===== config.mk =====
export PLATFORM = sky130hd
export DESIGN_NAME = dual_issue_tracker
export DESIGN_NICKNAME = d
export VERILOG_FILES = /design/src/rtl/dit_pkg.sv /design/src/rtl/dit_iq.sv /design/src/rtl/dit_disp.sv /design/src/rtl/dit_cq.sv /design/src/rtl/dit_pool.sv /design/src/rtl/dual_issue_tracker.sv
export SDC_FILE = /design/constraint.sdc
export NUM_CORES = 1
export LEC_CHECK = 0
export BUFFER_PORTS_ARGS = -buffer_cell sky130_fd_sc_hd__buf_2
export CORE_ASPECT_RATIO = 1.5
export CORE_MARGIN = 5
export CORE_UTILIZATION = 60
export CTS_CLUSTER_DIAMETER = 150
export DETAILED_ROUTE_END_ITERATION = 16
export PLACE_DENSITY = 0.79
export SLEW_MARGIN = 5
export SYNTH_ARGS = -nofsm -noshare
export SYNTH_HDL_FRONTEND = slang
export SYNTH_SLANG_ARGS = --single-unit

===== constraint.sdc =====
create_clock -name clk -period 8.2 [get_ports clk]
set_input_delay 0.41 -clock clk [delete_from_list [all_inputs] [get_ports clk]]
set_output_delay 0.41 -clock clk [all_outputs]
set_load 0.1 [all_outputs]

===== src/rtl/dit_pkg.sv =====
// Shared types for the dual-issue tracker.
// Assumes: instruction word layout {id, unit, int demand, fp demand}.
package dit_pkg;
    localparam int ID_W   = 8;
    localparam int UNIT_W = 2;

    typedef struct packed {
        logic [ID_W-1:0]   id;
        logic [UNIT_W-1:0] unit;
        logic [1:0]        ireq;
        logic              freq;
    } instr_t;

    localparam int INSTR_W = $bits(instr_t);
endpackage


===== src/rtl/dit_iq.sv =====
// Instruction queue: a compacting shift queue, slot 0 is the oldest.
// Assumes: pop_n never exceeds cnt, and push_n never exceeds the free slots.
module dit_iq
    import dit_pkg::*;
#(
    parameter int DEPTH = 6,
    localparam int CW = $clog2(DEPTH + 1),
    localparam int IW = $clog2(DEPTH)
) (
    input  logic          clk,
    input  logic          rst_n,
    input  logic [1:0]    push_n,
    input  instr_t        push0,
    input  instr_t        push1,
    input  logic [1:0]    pop_n,
    output instr_t        head0,
    output instr_t        head1,
    output logic [CW-1:0] cnt
);
    instr_t slots [DEPTH];
    instr_t nxt   [DEPTH];

    // Shift out the popped entries and append the pushed ones behind the survivors.
    always_comb begin
        int keep;
        keep = int'(cnt) - int'(pop_n);
        for (int i = 0; i < DEPTH; i++) begin
            nxt[i] = '0;
            if (i + int'(pop_n) < int'(cnt))
                nxt[i] = slots[IW'(i + int'(pop_n))];
            else if (i == keep && push_n != 2'd0)
                nxt[i] = push0;
            else if (i == keep + 1 && push_n == 2'd2)
                nxt[i] = push1;
        end
    end

    // Register the slots and the occupancy.
    always_ff @(posedge clk) begin
        if (!rst_n) begin
            for (int i = 0; i < DEPTH; i++) slots[i] <= '0;
            cnt <= '0;
        end else begin
            for (int i = 0; i < DEPTH; i++) slots[i] <= nxt[i];
            cnt <= cnt - CW'(pop_n) + CW'(push_n);
        end
    end

    assign head0 = slots[0];
    assign head1 = slots[1];
endmodule


===== src/rtl/dit_disp.sv =====
// Dispatch gate: decides which of the two oldest entries leave this cycle.
// Assumes: all counts are the registered start-of-cycle values.
module dit_disp
    import dit_pkg::*;
#(
    parameter int NUM_UNITS = 4,
    parameter int CQ_DEPTH  = 5,
    parameter int IQ_CW     = 3,
    parameter int CQ_CW     = 3,
    parameter int INT_CW    = 3,
    parameter int FP_CW     = 3
) (
    input  instr_t                 head0,
    input  instr_t                 head1,
    input  logic [IQ_CW-1:0]       iq_cnt,
    input  logic [CQ_CW-1:0]       cq_cnt,
    input  logic [INT_CW-1:0]      int_free,
    input  logic [FP_CW-1:0]       fp_free,
    input  logic [NUM_UNITS-1:0]   unit_rdy,
    output logic [1:0]             go
);
    // Lane 0 on its own resources; lane 1 on combined demand and a distinct unit.
    always_comb begin
        int room, i0, i01, f0, f01;
        room = CQ_DEPTH - int'(cq_cnt);
        i0   = int'(head0.ireq);
        i01  = i0 + int'(head1.ireq);
        f0   = int'(head0.freq);
        f01  = f0 + int'(head1.freq);
        go[0] = (iq_cnt != '0) && unit_rdy[head0.unit] && (room >= 1)
              && (i0 <= int'(int_free)) && (f0 <= int'(fp_free));
        go[1] = go[0] && (int'(iq_cnt) >= 2) && (head1.unit != head0.unit)
              && unit_rdy[head1.unit] && (room >= 2)
              && (i01 <= int'(int_free)) && (f01 <= int'(fp_free));
    end
endmodule


===== src/rtl/dit_cq.sv =====
// Completion queue: a circular buffer whose slot index is the completion tag.
// Assumes: alloc_n never exceeds the free slots; finish tags name live entries.
module dit_cq
    import dit_pkg::*;
#(
    parameter int DEPTH = 5,
    localparam int TAG_W = $clog2(DEPTH),
    localparam int CW = $clog2(DEPTH + 1)
) (
    input  logic             clk,
    input  logic             rst_n,
    input  logic [1:0]       alloc_n,
    input  instr_t           alloc0,
    input  instr_t           alloc1,
    input  logic [1:0]       fin_vld,
    input  logic [TAG_W-1:0] fin_tag0,
    input  logic [TAG_W-1:0] fin_tag1,
    output logic [TAG_W-1:0] tag0,
    output logic [TAG_W-1:0] tag1,
    output logic [1:0]       ret,
    output logic [ID_W-1:0]  ret_id0,
    output logic [ID_W-1:0]  ret_id1,
    output logic [2:0]       rel_int,
    output logic [2:0]       rel_fp,
    output logic [CW-1:0]    cnt
);
    logic [DEPTH-1:0] ent_v, ent_f;
    instr_t           ent_d [DEPTH];
    logic [TAG_W-1:0] head, head1;

    function automatic logic [TAG_W-1:0] bump(input logic [TAG_W-1:0] t);
        return (int'(t) == DEPTH - 1) ? '0 : t + 1'b1;
    endfunction

    assign head1 = bump(head);
    assign tag1  = bump(tag0);

    // Retire the oldest finished entries in order and sum what they give back.
    always_comb begin
        ret[0]  = ent_v[head] && ent_f[head];
        ret[1]  = ret[0] && ent_v[head1] && ent_f[head1];
        ret_id0 = ent_d[head].id;
        ret_id1 = ent_d[head1].id;
        rel_int = (ret[0] ? {1'b0, ent_d[head].ireq} : 3'd0)
                + (ret[1] ? {1'b0, ent_d[head1].ireq} : 3'd0);
        rel_fp  = (ret[0] ? {2'b0, ent_d[head].freq} : 3'd0)
                + (ret[1] ? {2'b0, ent_d[head1].freq} : 3'd0);
    end

    // Update entry flags, pointers and occupancy.
    always_ff @(posedge clk) begin
        if (!rst_n) begin
            ent_v <= '0;
            ent_f <= '0;
            for (int i = 0; i < DEPTH; i++) ent_d[i] <= '0;
            head <= '0;
            tag0 <= '0;
            cnt  <= '0;
        end else begin
            if (fin_vld[0] && int'(fin_tag0) < DEPTH) ent_f[fin_tag0] <= 1'b1;
            if (fin_vld[1] && int'(fin_tag1) < DEPTH) ent_f[fin_tag1] <= 1'b1;
            if (ret[0]) ent_v[head]  <= 1'b0;
            if (ret[1]) ent_v[head1] <= 1'b0;
            if (alloc_n != 2'd0) begin
                ent_v[tag0] <= 1'b1;
                ent_f[tag0] <= 1'b0;
                ent_d[tag0] <= alloc0;
            end
            if (alloc_n == 2'd2) begin
                ent_v[tag1] <= 1'b1;
                ent_f[tag1] <= 1'b0;
                ent_d[tag1] <= alloc1;
            end
            head <= ret[1] ? bump(head1) : (ret[0] ? head1 : head);
            tag0 <= (alloc_n == 2'd2) ? bump(tag1) : ((alloc_n == 2'd1) ? tag1 : tag0);
            cnt  <= cnt - CW'(ret[0]) - CW'(ret[1]) + CW'(alloc_n);
        end
    end
endmodule


===== src/rtl/dit_pool.sv =====
// Rename pool: a free counter, decremented at dispatch and incremented at retire.
// Assumes: take never exceeds the current free count.
module dit_pool #(
    parameter int TOTAL = 5,
    localparam int CW = $clog2(TOTAL + 1)
) (
    input  logic          clk,
    input  logic          rst_n,
    input  logic [2:0]    take,
    input  logic [2:0]    give,
    output logic [CW-1:0] free
);
    // Track the number of free renames.
    always_ff @(posedge clk) begin
        if (!rst_n) free <= CW'(TOTAL);
        else        free <= free - CW'(take) + CW'(give);
    end
endmodule


===== src/rtl/dual_issue_tracker.sv =====
// Dual-issue dispatch and completion tracker: instruction queue, dispatch gate,
// completion queue and two rename pools.
// Assumes: fetch lane 1 is only valid with lane 0; finish tags name live,
// unfinished completion entries.
module dual_issue_tracker
    import dit_pkg::*;
#(
    parameter int IQ_DEPTH    = 6,
    parameter int CQ_DEPTH    = 5,
    parameter int INT_RENAMES = 5,
    parameter int FP_RENAMES  = 4,
    localparam int NUM_UNITS = 1 << UNIT_W,
    localparam int TAG_W  = $clog2(CQ_DEPTH),
    localparam int IQ_CW  = $clog2(IQ_DEPTH + 1),
    localparam int CQ_CW  = $clog2(CQ_DEPTH + 1),
    localparam int INT_CW = $clog2(INT_RENAMES + 1),
    localparam int FP_CW  = $clog2(FP_RENAMES + 1)
) (
    input  logic                   clk,
    input  logic                   rst_n,
    input  logic [1:0]             fetch_vld,
    input  logic [2*INSTR_W-1:0]   fetch_word,
    output logic [1:0]             fetch_room,
    input  logic [NUM_UNITS-1:0]   unit_rdy,
    output logic [1:0]             disp_vld,
    output logic [2*ID_W-1:0]      disp_id,
    output logic [2*TAG_W-1:0]     disp_tag,
    input  logic [1:0]             fin_vld,
    input  logic [2*TAG_W-1:0]     fin_tag,
    output logic [1:0]             ret_vld,
    output logic [2*ID_W-1:0]      ret_id,
    output logic [INT_CW-1:0]      int_free,
    output logic [FP_CW-1:0]       fp_free
);
    instr_t             head0, head1;
    logic [IQ_CW-1:0]   iq_cnt;
    logic [CQ_CW-1:0]   cq_cnt;
    logic [1:0]         go, push_n, pop_n;
    logic [TAG_W-1:0]   tag0, tag1;
    logic [ID_W-1:0]    rid0, rid1;
    logic [2:0]         rel_int, rel_fp, take_int, take_fp;

    // Fetch room from start-of-cycle occupancy, and the accepted count.
    always_comb begin
        int spare;
        spare = IQ_DEPTH - int'(iq_cnt);
        fetch_room = (spare >= 2) ? 2'd2 : 2'(spare);
        push_n = 2'd0;
        if (fetch_vld[0] && fetch_room != 2'd0) begin
            push_n = 2'd1;
            if (fetch_vld[1] && fetch_room == 2'd2) push_n = 2'd2;
        end
    end

    dit_iq #(.DEPTH(IQ_DEPTH)) u_iq (
        .clk(clk), .rst_n(rst_n), .push_n(push_n),
        .push0(instr_t'(fetch_word[INSTR_W-1:0])),
        .push1(instr_t'(fetch_word[2*INSTR_W-1:INSTR_W])),
        .pop_n(pop_n), .head0(head0), .head1(head1), .cnt(iq_cnt)
    );

    dit_disp #(
        .NUM_UNITS(NUM_UNITS), .CQ_DEPTH(CQ_DEPTH), .IQ_CW(IQ_CW),
        .CQ_CW(CQ_CW), .INT_CW(INT_CW), .FP_CW(FP_CW)
    ) u_disp (
        .head0(head0), .head1(head1), .iq_cnt(iq_cnt), .cq_cnt(cq_cnt),
        .int_free(int_free), .fp_free(fp_free), .unit_rdy(unit_rdy), .go(go)
    );

    // Pop count and rename demand of the dispatching lanes.
    always_comb begin
        pop_n    = {1'b0, go[0]} + {1'b0, go[1]};
        take_int = (go[0] ? {1'b0, head0.ireq} : 3'd0) + (go[1] ? {1'b0, head1.ireq} : 3'd0);
        take_fp  = (go[0] ? {2'b0, head0.freq} : 3'd0) + (go[1] ? {2'b0, head1.freq} : 3'd0);
    end

    dit_cq #(.DEPTH(CQ_DEPTH)) u_cq (
        .clk(clk), .rst_n(rst_n), .alloc_n(pop_n), .alloc0(head0), .alloc1(head1),
        .fin_vld(fin_vld), .fin_tag0(fin_tag[TAG_W-1:0]), .fin_tag1(fin_tag[2*TAG_W-1:TAG_W]),
        .tag0(tag0), .tag1(tag1), .ret(ret_vld), .ret_id0(rid0), .ret_id1(rid1),
        .rel_int(rel_int), .rel_fp(rel_fp), .cnt(cq_cnt)
    );

    dit_pool #(.TOTAL(INT_RENAMES)) u_int_pool (
        .clk(clk), .rst_n(rst_n), .take(take_int), .give(rel_int), .free(int_free)
    );

    dit_pool #(.TOTAL(FP_RENAMES)) u_fp_pool (
        .clk(clk), .rst_n(rst_n), .take(take_fp), .give(rel_fp), .free(fp_free)
    );

    assign disp_vld = go;
    assign disp_id  = {head1.id, head0.id};
    assign disp_tag = {tag1, tag0};
    assign ret_id   = {rid1, rid0};
endmodule


# Word level (Yosys, flattened, before mapping)
# Memories as Yosys holds them, arrays and structs flattened. A register that Yosys moved wholly into a read port is not among the register bits.
# Cells that the tools add are included.
dict set report word_totals {
  mem_count 2
  out_inout_bits 50
  inputBits 42
  regBits 28
  ramBits 143
}
# name depth width rd rd_ports_with_merged_regs write_ports line
set mem_list {}
lappend mem_list {u_iq.slots 6 13 8 0 6 dit_iq.sv:20} ;# instr_t slots [DEPTH];
lappend mem_list {u_cq.ent_d 5 13 2 1 5 dit_cq.sv:28} ;# instr_t ent_d [DEPTH];
dict set report op_classes {
  n_eq_ne 19
  n_bitwise 18
  n_reduce_logical 45
  muxes 97
  add_sub_neg 29
  n_lt_le_gt_ge 30
}
# cell n
set ops {}
lappend ops {{two-way mux 13 bit} 26}
lappend ops {{less-than comparator 32 x 4 -> 1 bit} 5}
lappend ops {{equality test 3 x 32 -> 1 bit (first input constant)} 4}
lappend ops {{equality test 4 x 32 -> 1 bit (first input constant)} 4}
lappend ops {{two-way mux 5 bit} 14}
lappend ops {{equality test 2 x 32 -> 1 bit (first input constant)} 2}
lappend ops {{less-or-equal comparator 32 x 4 -> 1 bit} 2}
lappend ops {{zero test 32 bit} 2}
lappend ops {{two-way mux 3 bit} 12}
lappend ops {{logical AND 1 bit} 35}
lappend ops {{adder 32 x 2 -> 32 bit (second input constant)} 1}
lappend ops {{>= comparator 32 x 2 -> 1 bit (second input constant)} 1}
lappend ops {{>= comparator 32 x 3 -> 1 bit (second input constant)} 1}
lappend ops {{two-way mux 1 bit} 26}
lappend ops {{OR reduction 13 bit} 2}
lappend ops {{less-than comparator 3 x 4 -> 1 bit (second input constant)} 6}
lappend ops {{bitwise AND 5 bit} 4}
lappend ops {{NOT 5 bit} 4}
lappend ops {{OR 5 bit} 4}
lappend ops {{demux 1 bit (select 3 bit)} 6}
lappend ops {{>= comparator 3 x 1 -> 1 bit (second input constant)} 6}
lappend ops {{two-way mux 2 bit} 7}
lappend ops {{adder 3 x 1 -> 3 bit (second input constant)} 4}
lappend ops {{adder 3 bit} 4}
lappend ops {{other kinds (27)} 56}

# Depth between registers and ports, before layout
# Gate-level depths: netlist of run 1.
# An unclocked memory read counts as a cell.
dict set report depth {
  word_depth 22
  mapped_depth 25
}

# Modules after synthesis
# From an unflattened synthesis of run 1, not the netlist that was laid out.
dict set report hier_totals {
  cells_unflattened 1444
  hier_area_um2 14543.9
}
# mod instances cells_per_inst seq_area_each_um2 area_per_inst_um2
set by_module_without_submodules {}
lappend by_module_without_submodules {dit_iq 1 774 1621.6 6742.7}
lappend by_module_without_submodules {dit_cq 1 546 3083.0 6722.7}
lappend by_module_without_submodules {dit_disp 1 61 0.0 470.5}
lappend by_module_without_submodules {dit_pool 2 19 60.1 203.9}
lappend by_module_without_submodules {dual_issue_tracker 1 25 0.0 200.2}

# Least setup slack after synthesis of run 1
# Ideal clock, no wire load.
dict set report synth_timing {
  path_type {reg2reg}
  startpoint {register u_int_pool.free[1]}
  endpoint {memory u_iq.slots[1][10] (netlist bit)}
  t_required_ps 8141
  arrival_time_ps 7838
  path_stages_with_launch 23
  setup_slack_ps 303
  setup_time_ps 59
  cell_sequence {dfxtp_1 > inv_1 > ha_1 > nor2b_1 > o21ai_0 > and3_1 > nor3b_2 > ha_1 > clkbuf_1 > clkinv_1 > clkbuf_1 > ha_1 > nor2_1 > and2_1 > clkbuf_1 > nand2_1 > ha_1 > nor4b_2 > nand3_1 > or3_4 > nor4_4 > buf_6 > a221o_1}
}
# item line
set synth_rtl {}
lappend synth_rtl {{start: declaration} dit_pool.sv:11} ;# output logic [CW-1:0] free
lappend synth_rtl {{start signal: assignment} dit_pool.sv:15} ;# if (!rst_n) free <= CW'(TOTAL);
lappend synth_rtl {{start signal: assignment} dit_pool.sv:16} ;# else free <= free - CW'(take) + CW'(give);
lappend synth_rtl {{end: declaration} dit_iq.sv:20}

==> reports/metrics.yaml, run 1 <==
run_status:
  outcome: "finished clean"
synth:
  synth-seq-cells: 197
  syn_inst: 1444
  seq_area_frac_synth_pct: 34.7
  synth_nets: 1552
  synth_cell_types: 84
  async_flop_share_pct: 0
  synth_flop_cell: "dfxtp_1"
  yosysWarnings: 0
  avgSynthCellArea_um2: 9.64
  synth_edf_count: 88
  netlist_area_um2: 13900
clock_tree:
  clk_pin_slew_worst_paths_ps: 80
  htreeDepth: 4
  cts_tree: "done"
  cts_buffers: 17
  cts_setup_buffers: 0
  insertion_delay_ps: 450
  clock_sinks: 197
  ctsResizeCount: 0
  cts_hold_buffers: 0
  clk_path_buf_depth: 2
  cts_root_buf: "clkbuf_16"
power:
  internal_power_uw: 2810
  p_sw_uw: 2970
  clockPowerShare_pct: 14.7
  p_leak_uw: 0.00567
  seq_power_share_pct: 26.1
  ir_drop_mv: 0.324
  p_comb_share_pct: 59.2
  swShare_pct: 51.3
  powerDensity_nw_per_um2: 387
floorplanning:
  core_um2: 23000
  die-area_um2: 26400
  die_w_um: 134
  rows: 68
  die_y_um: 197
  io_pins: 92
  start_util_pct: 60.6
worst_setup_path:
  crit_end: "u_iq.slots[1][2]"
  rr_startpoint: "u_iq.cnt[1]"
  crit_required_ps: 8590
  crit_path_start: "u_iq.cnt[1]"
  r2r-end: "u_iq.slots[1][2]"
  rrSetupSlack_ps: 990
  crit_fanout: 29
  critPathLaunchType: "flip-flop"
  critPathArrivalTime_ps: 7600
  reg2reg_depth: 18
  cp-end-kind: "flip-flop"
  crit_type: "flip-flop to flip-flop"
global_routing:
  antenna_found_initial: 0
  grt_max_degree: 68
  grt_pass1_vias: 12400
  grt_pass1_wl_mm: 69.4
  overflow: 0
  grtUsageTotal_pct: 33.8
timing:
  worstMarginPinSlew_ps: 1300
  worst_slew_margin_rel_pct: 13.1
  rsz0062_at_grt: "no"
  period_needed_ps: 7210
  maxSlewViolCount: 0
  setup_viol: 0
  clock_skew_ps: 13.2
  hold_ws_ps: 288
  tns_ps: 0
  hold_viol_final: 0
  finalCritPeriodShare_pct: 87.9
  fmax_ghz: 0.139
detailed_routing:
  drc: 0
  drt_iter0_drc: 1603
  ant_nets: 0
  drtPass1Iterations: 6
  vias: 12500
  wl_mm: 44.7
  avgViaCountPerCell: 7.23
  wl_per_cell_um: 25.9
flow_run:
  drv_cap: 0
place:
  io_buffers: 91
  gp_congestion: 0.909
  hpwlAfterDp_mm: 29.8
finish:
  final_cell_mix: "nand2_1, dfxtp_1, buf_2"
  antenna_cells: 0
  layout_commonest_cell: "nand2_1"
  area_delta_synth_final_pct: 7.34
  nets: 1541
  drive_gt1_share_pct: 19.5
worst_hold_path:
  hp-start: "fetch_word[25]"
  hp-class: "input port to flip-flop"
[critical path, cell delays in order, from the launching register on]
cell       delay (ps)
dfxtp_1           480
inv_1             240
ha_1              300
a2111oi_0         700
and3_1            370
nor3b_2           410
ha_1              740
clkinv_1          150
buf_4             290
ha_1              240
nor2_1            120
and2_1            500
nand2_1           120
ha_1              280
nor4b_2           180
nand3_1           240
or3_4             500
nor4_4            970
a221o_1           290
[cell type report]
class / count / area [um2]
Clock inverter: 10 / 100
Tap cell: 280 / 350
Timing Repair Buffer: 121 / 681
Multi-Input combinational cell: 1042 / 8290
Clock buffer: 22 / 488
Sequential cell: 197 / 4820
Inverter: 54 / 205
Fill cell: 1852 / 8030
[power groups by stage]
stage	sequential [uW]	clock [uW]	combinational, uW
6_report	1510	849	3420
5_1_grt	1530	890	3650
4_1_cts	1490	849	3360
3_5_place_dp	1510	0	3330
3_3_place_gp	1500	0	3280
2_1_floorplan	1490	0	2540
[through the flow]
step | utilization, % | std cells | total power [uW] | setup WS (ps) | cell area, um2
finish | 65.0 | 1726 | 5780 | 991 | 14900
global route | 65.0 | 1726 | 6070 | 685 | 14900
CTS | 65.0 | 1726 | 5700 | 1130 | 14900
detailed placement | 62.5 | 1694 | 4840 | 1200 | 14400
global placement | 62.5 | 1694 | 4770 | 1380 | 14400
floorplan | - | 1444 | 4030 | 303 | 13900
[logic make-up after synthesis]
| group | count (synthesis) | share of synthesized area, % |
|---|---|---|
| buffers and inverters | 205 | 6.35 |
| flip-flops | 197 | 34.7 |
| XOR/XNOR | 14 | 0.881 |
| adder cells (fa/ha/maj) | 66 | 6.63 |
| AO/OA/AOI/OAI | 430 | 22.2 |
| AND/OR/NAND/NOR | 367 | 13.0 |
| multiplexers | 165 | 16.3 |
[Yosys cell counts, drive strengths merged (43+ instances only)]
cell / number / share of area, %
a211oi: 44 / 2.4
a21oi: 45 / 1.7
a221oi: 54 / 3.4
a22o: 55 / 3.5
buf: 54 / 2.3
clkbuf: 97 / 2.6
dfxtp: 109 / 16
edfxtp: 88 / 19
ha: 53 / 4.8
inv: 52 / 1.4
mux2: 62 / 5.0
mux2i: 60 / 4.3
mux4: 43 / 7.0
nand2: 166 / 4.5
nor2: 56 / 1.5
o21ai: 97 / 3.5
[flip-flops by register name, summed over array words and instances (netlist names), named ones only]
register / count
u_cq.cnt: 3
u_cq.ent_d: 88
u_cq.ent_f: 5
u_cq.ent_v: 5
u_cq.head: 3
u_cq.tag0: 3
u_fp_pool.free: 3
u_int_pool.free: 3
u_iq.cnt: 3
u_iq.slots: 77
[worst min path at each step]
stage | endpoint | slack, ps | cells past startpoint
floorplan | u_cq.ent_v[0] | 470 | 2
global placement | u_cq.ent_v[0] | 490 | 2
detailed placement | u_cq.ent_v[0] | 500 | 2
CTS | u_iq.slots[1][9] | 260 | 2
global route | u_iq.slots[1][9] | 270 | 2
finish | u_iq.slots[1][12] | 290 | 2
[layer usage]
metal / part of all wire, % / GRT usage, %
met5: 0 / 0
met4: 7.5 / 23.3
met3: 8.2 / 5.26
met2: 50 / 58.3
met1: 34 / 38.1
Note: power is estimated with default switching activity, not from simulation.
==> run 2, diff against run 1 <==
- CORE_UTILIZATION: 60 -> 56
- PLACE_DENSITY: 0.79 -> 0.78
- clock period: 8.2 -> 5.95 ns (I/O delays scaled with it)
==> run 2 against run 1 <==
Design area rose by 1.6%. Combinational power is 39% higher. Via count down 1.5%. Die area up 6.7%. Setup slack worse by 570 ps. Core utilization decreased by 2.9 points. Clock skew up 1.0 ps. Fmax rose by 30%. Sequential share of layout area shrank 0.42 points. Hold slack lost 120 ps. Critical path type unchanged. Critical endpoint is now u_iq.slots[1][0].
==> reports/metrics.yaml, run 2 (synthesis results as in run 1) <==
run_status:
  outcome: "finished clean"
detailed_routing:
  wl_per_cell_um: 23.8  # -8.0%
  drt_iter0_drc: 1541  # -3.9%
  wl_mm: 42.6  # -4.9%
  drtPass1Iterations: 6  # unchanged
  vias: 12300  # -1.5%
  ant_nets: 0  # unchanged
  drc: 0  # unchanged
  avgViaCountPerCell: 6.89  # -4.8%
clock_tree:
  cts_buffers: 17  # unchanged
  clk_path_buf_depth: 2  # unchanged
  ctsResizeCount: 0  # unchanged
  htreeDepth: 4  # unchanged
  clk_pin_slew_worst_paths_ps: 80  # about the same
  cts_setup_buffers: 0  # unchanged
  cts_hold_buffers: 0  # unchanged
  cts_tree: "done"
  cts_root_buf: "clkbuf_16"
  clock_sinks: 197  # unchanged
  insertion_delay_ps: 450  # about the same
floorplanning:
  start_util_pct: 57.0  # -3.6 points
  rows: 70  # +2.9%
  io_pins: 92  # unchanged
  core_um2: 24400  # +6.4%
  die-area_um2: 28200  # +6.7%
  die_y_um: 203  # +3.3%
  die_w_um: 139  # +3.2%
finish:
  area_delta_synth_final_pct: 9.04
  antenna_cells: 0  # unchanged
  fillers: 1980  # +6.9%
  final_core_util_pct: 62.1  # -2.9 points
  top_regs: "u_cq.ent_d: 88 flops, u_iq.slots: 77 flops"
  seqCellArea_um2: 4840  # +0.26%
  top_register: "u_cq.ent_d"
  largest_reg_flops: 88  # unchanged
  drive_gt1_share_pct: 21.0  # +1.5 points
  layout_commonest_cell: "nand2_1"
  multi_input_area_um2: 8320  # +0.29%
  nets: 1556  # +0.97%
  final_cell_mix: "nand2_1, dfxtp_1, buf_2"
worst_setup_path:
  crit_path_start: "u_iq.slots[0][2]"
  crit_fanout: 14  # -52%
  critPathLaunchType: "flip-flop"
  rr_startpoint: "u_iq.slots[0][2]"
  critPathArrivalTime_ps: 5920  # -1680 ps
  crit_type: "flip-flop to flip-flop"
  crit_end: "u_iq.slots[1][0]"
  cp-end-kind: "flip-flop"
  crit_required_ps: 6330  # -2260 ps
  r2r-end: "u_iq.slots[1][0]"
  rrSetupSlack_ps: 420  # -570 ps
  reg2reg_depth: 22  # +4
power:
  powerDensity_nw_per_um2: 531  # +37%
  ir_drop_mv: 0.555  # +72%
  p_leak_uw: 0.00574  # +1.3%
  p_total_uw: 8060  # +39%
timing:
  period_needed_ps: 5530  # -1680 ps
  finalCritPeriodShare_pct: 93.0  # +5.1 points
  tns_ps: 0  # unchanged
  hold_viol_final: 0  # unchanged
  clock_skew_ps: 14.2  # +1.05 ps
  maxSlewViolCount: 0  # unchanged
  rsz0062_at_grt: "no"
  setup_viol: 0  # unchanged
  worstMarginPinSlew_ps: 1260  # -43.1 ps
  worst_slew_margin_rel_pct: 16.1  # +3.0 points
  fin_ws_ps: 416  # -575 ps
  fmax_ghz: 0.181  # +30%
global_routing:
  antenna_found_initial: 1  # +1
  grt_pass1_wl_mm: 66.9  # -3.6%
  overflow: 0  # unchanged
  grt_pass1_vias: 12400  # -0.32%
  grt_max_degree: 77  # +13%
  grtUsageTotal_pct: 29.7  # -4.1 points
flow_run:
  drv_cap: 0  # unchanged
place:
  gp_congestion: 0.886  # -2.5%
  pre_cts_ws_ps: 361  # -834 ps
  hpwlAfterDp_mm: 29.7  # -0.11%
  io_buffers: 91  # unchanged
worst_hold_path:
  hp-class: "input port to flip-flop"
  hold_depth: 2  # unchanged
-- run 2: cell count changes in the layout (fill, tap and decap cells not counted), moves of 3 or more --
cell / change
dfxtp_1: -6
dfxtp_2: +4
bufinv_16: +3
buf_4: +14
inv_6: -3
-- run 2: cell type report --
type	instances	share of cell area, %
multi-input combinational	1042	54.8
inverter	54	1.36
tap	324	2.67
sequential	197	31.9
timing repair buffer	136	5.31
clock buffer	19	2.85
clock inverter	13	1.15
-- run 2: critical path, cell delays in order, from the launching register on --
cell     delay [ps]
dfxtp_2         420
inv_1           150
fa_1            560
inv_1            50
ha_1            280
nor2b_1         130
o21ai_0         140
a32oi_1         110
nor3b_4         220
inv_2            80
ha_4            240
ha_1            250
fa_2            370
ha_4            260
nor3_4          220
nand2_1          80
ha_1            280
nor4b_2         210
nand3_2         190
or3_4           490
nor4_4          290
buf_4           280
a221o_1         180
-- run 2: worst min-delay path by stage --
stage	startpoint	end	slack (ps)
final	fetch_word[22]	u_iq.slots[1][9]	170
after global routing	fetch_word[3]	u_iq.slots[1][3]	180
after CTS	fetch_word[22]	u_iq.slots[1][9]	160
after detailed placement	u_fp_pool.free[2]	u_fp_pool.free[2]	510
after global placement	u_fp_pool.free[2]	u_fp_pool.free[2]	500
after floorplan	fetch_word[23]	u_iq.slots[1][10]	440
-- run 2: report_power, final --
group	total [uW]	internal [uW]	switching [uW]
Combinational	4770	1620	3150
Clock	1220	670	555
Sequential	2060	1720	341
Total	8060	4010	4050
-- run 2: metrics by stage --
| stage | hold WS [ps] | area [um2] | std cells |
|---|---|---|---|
| 3_3_place_gp | 499 | 14600 | 1753 |
| 4_1_cts | 155 | 15200 | 1785 |
| 6_report | 170 | 15200 | 1785 |
| 2_1_floorplan | 436 | 14000 | 1444 |
| 5_1_grt | 180 | 15200 | 1785 |
| 3_5_place_dp | 506 | 14600 | 1753 |
-- run 2: routing by layer --
metal  wire length (um)  global-route usage [%]  share of wire (%)  vias up
met2              21800                    53.5                 51      714
met4               2600                    17.4                6.1        2
li1                   -                       -                  -     5489
met5                  7                       0              0.016        -
met1              15100                    33.2                 36     5879
met3               3010                    4.52                7.1      209
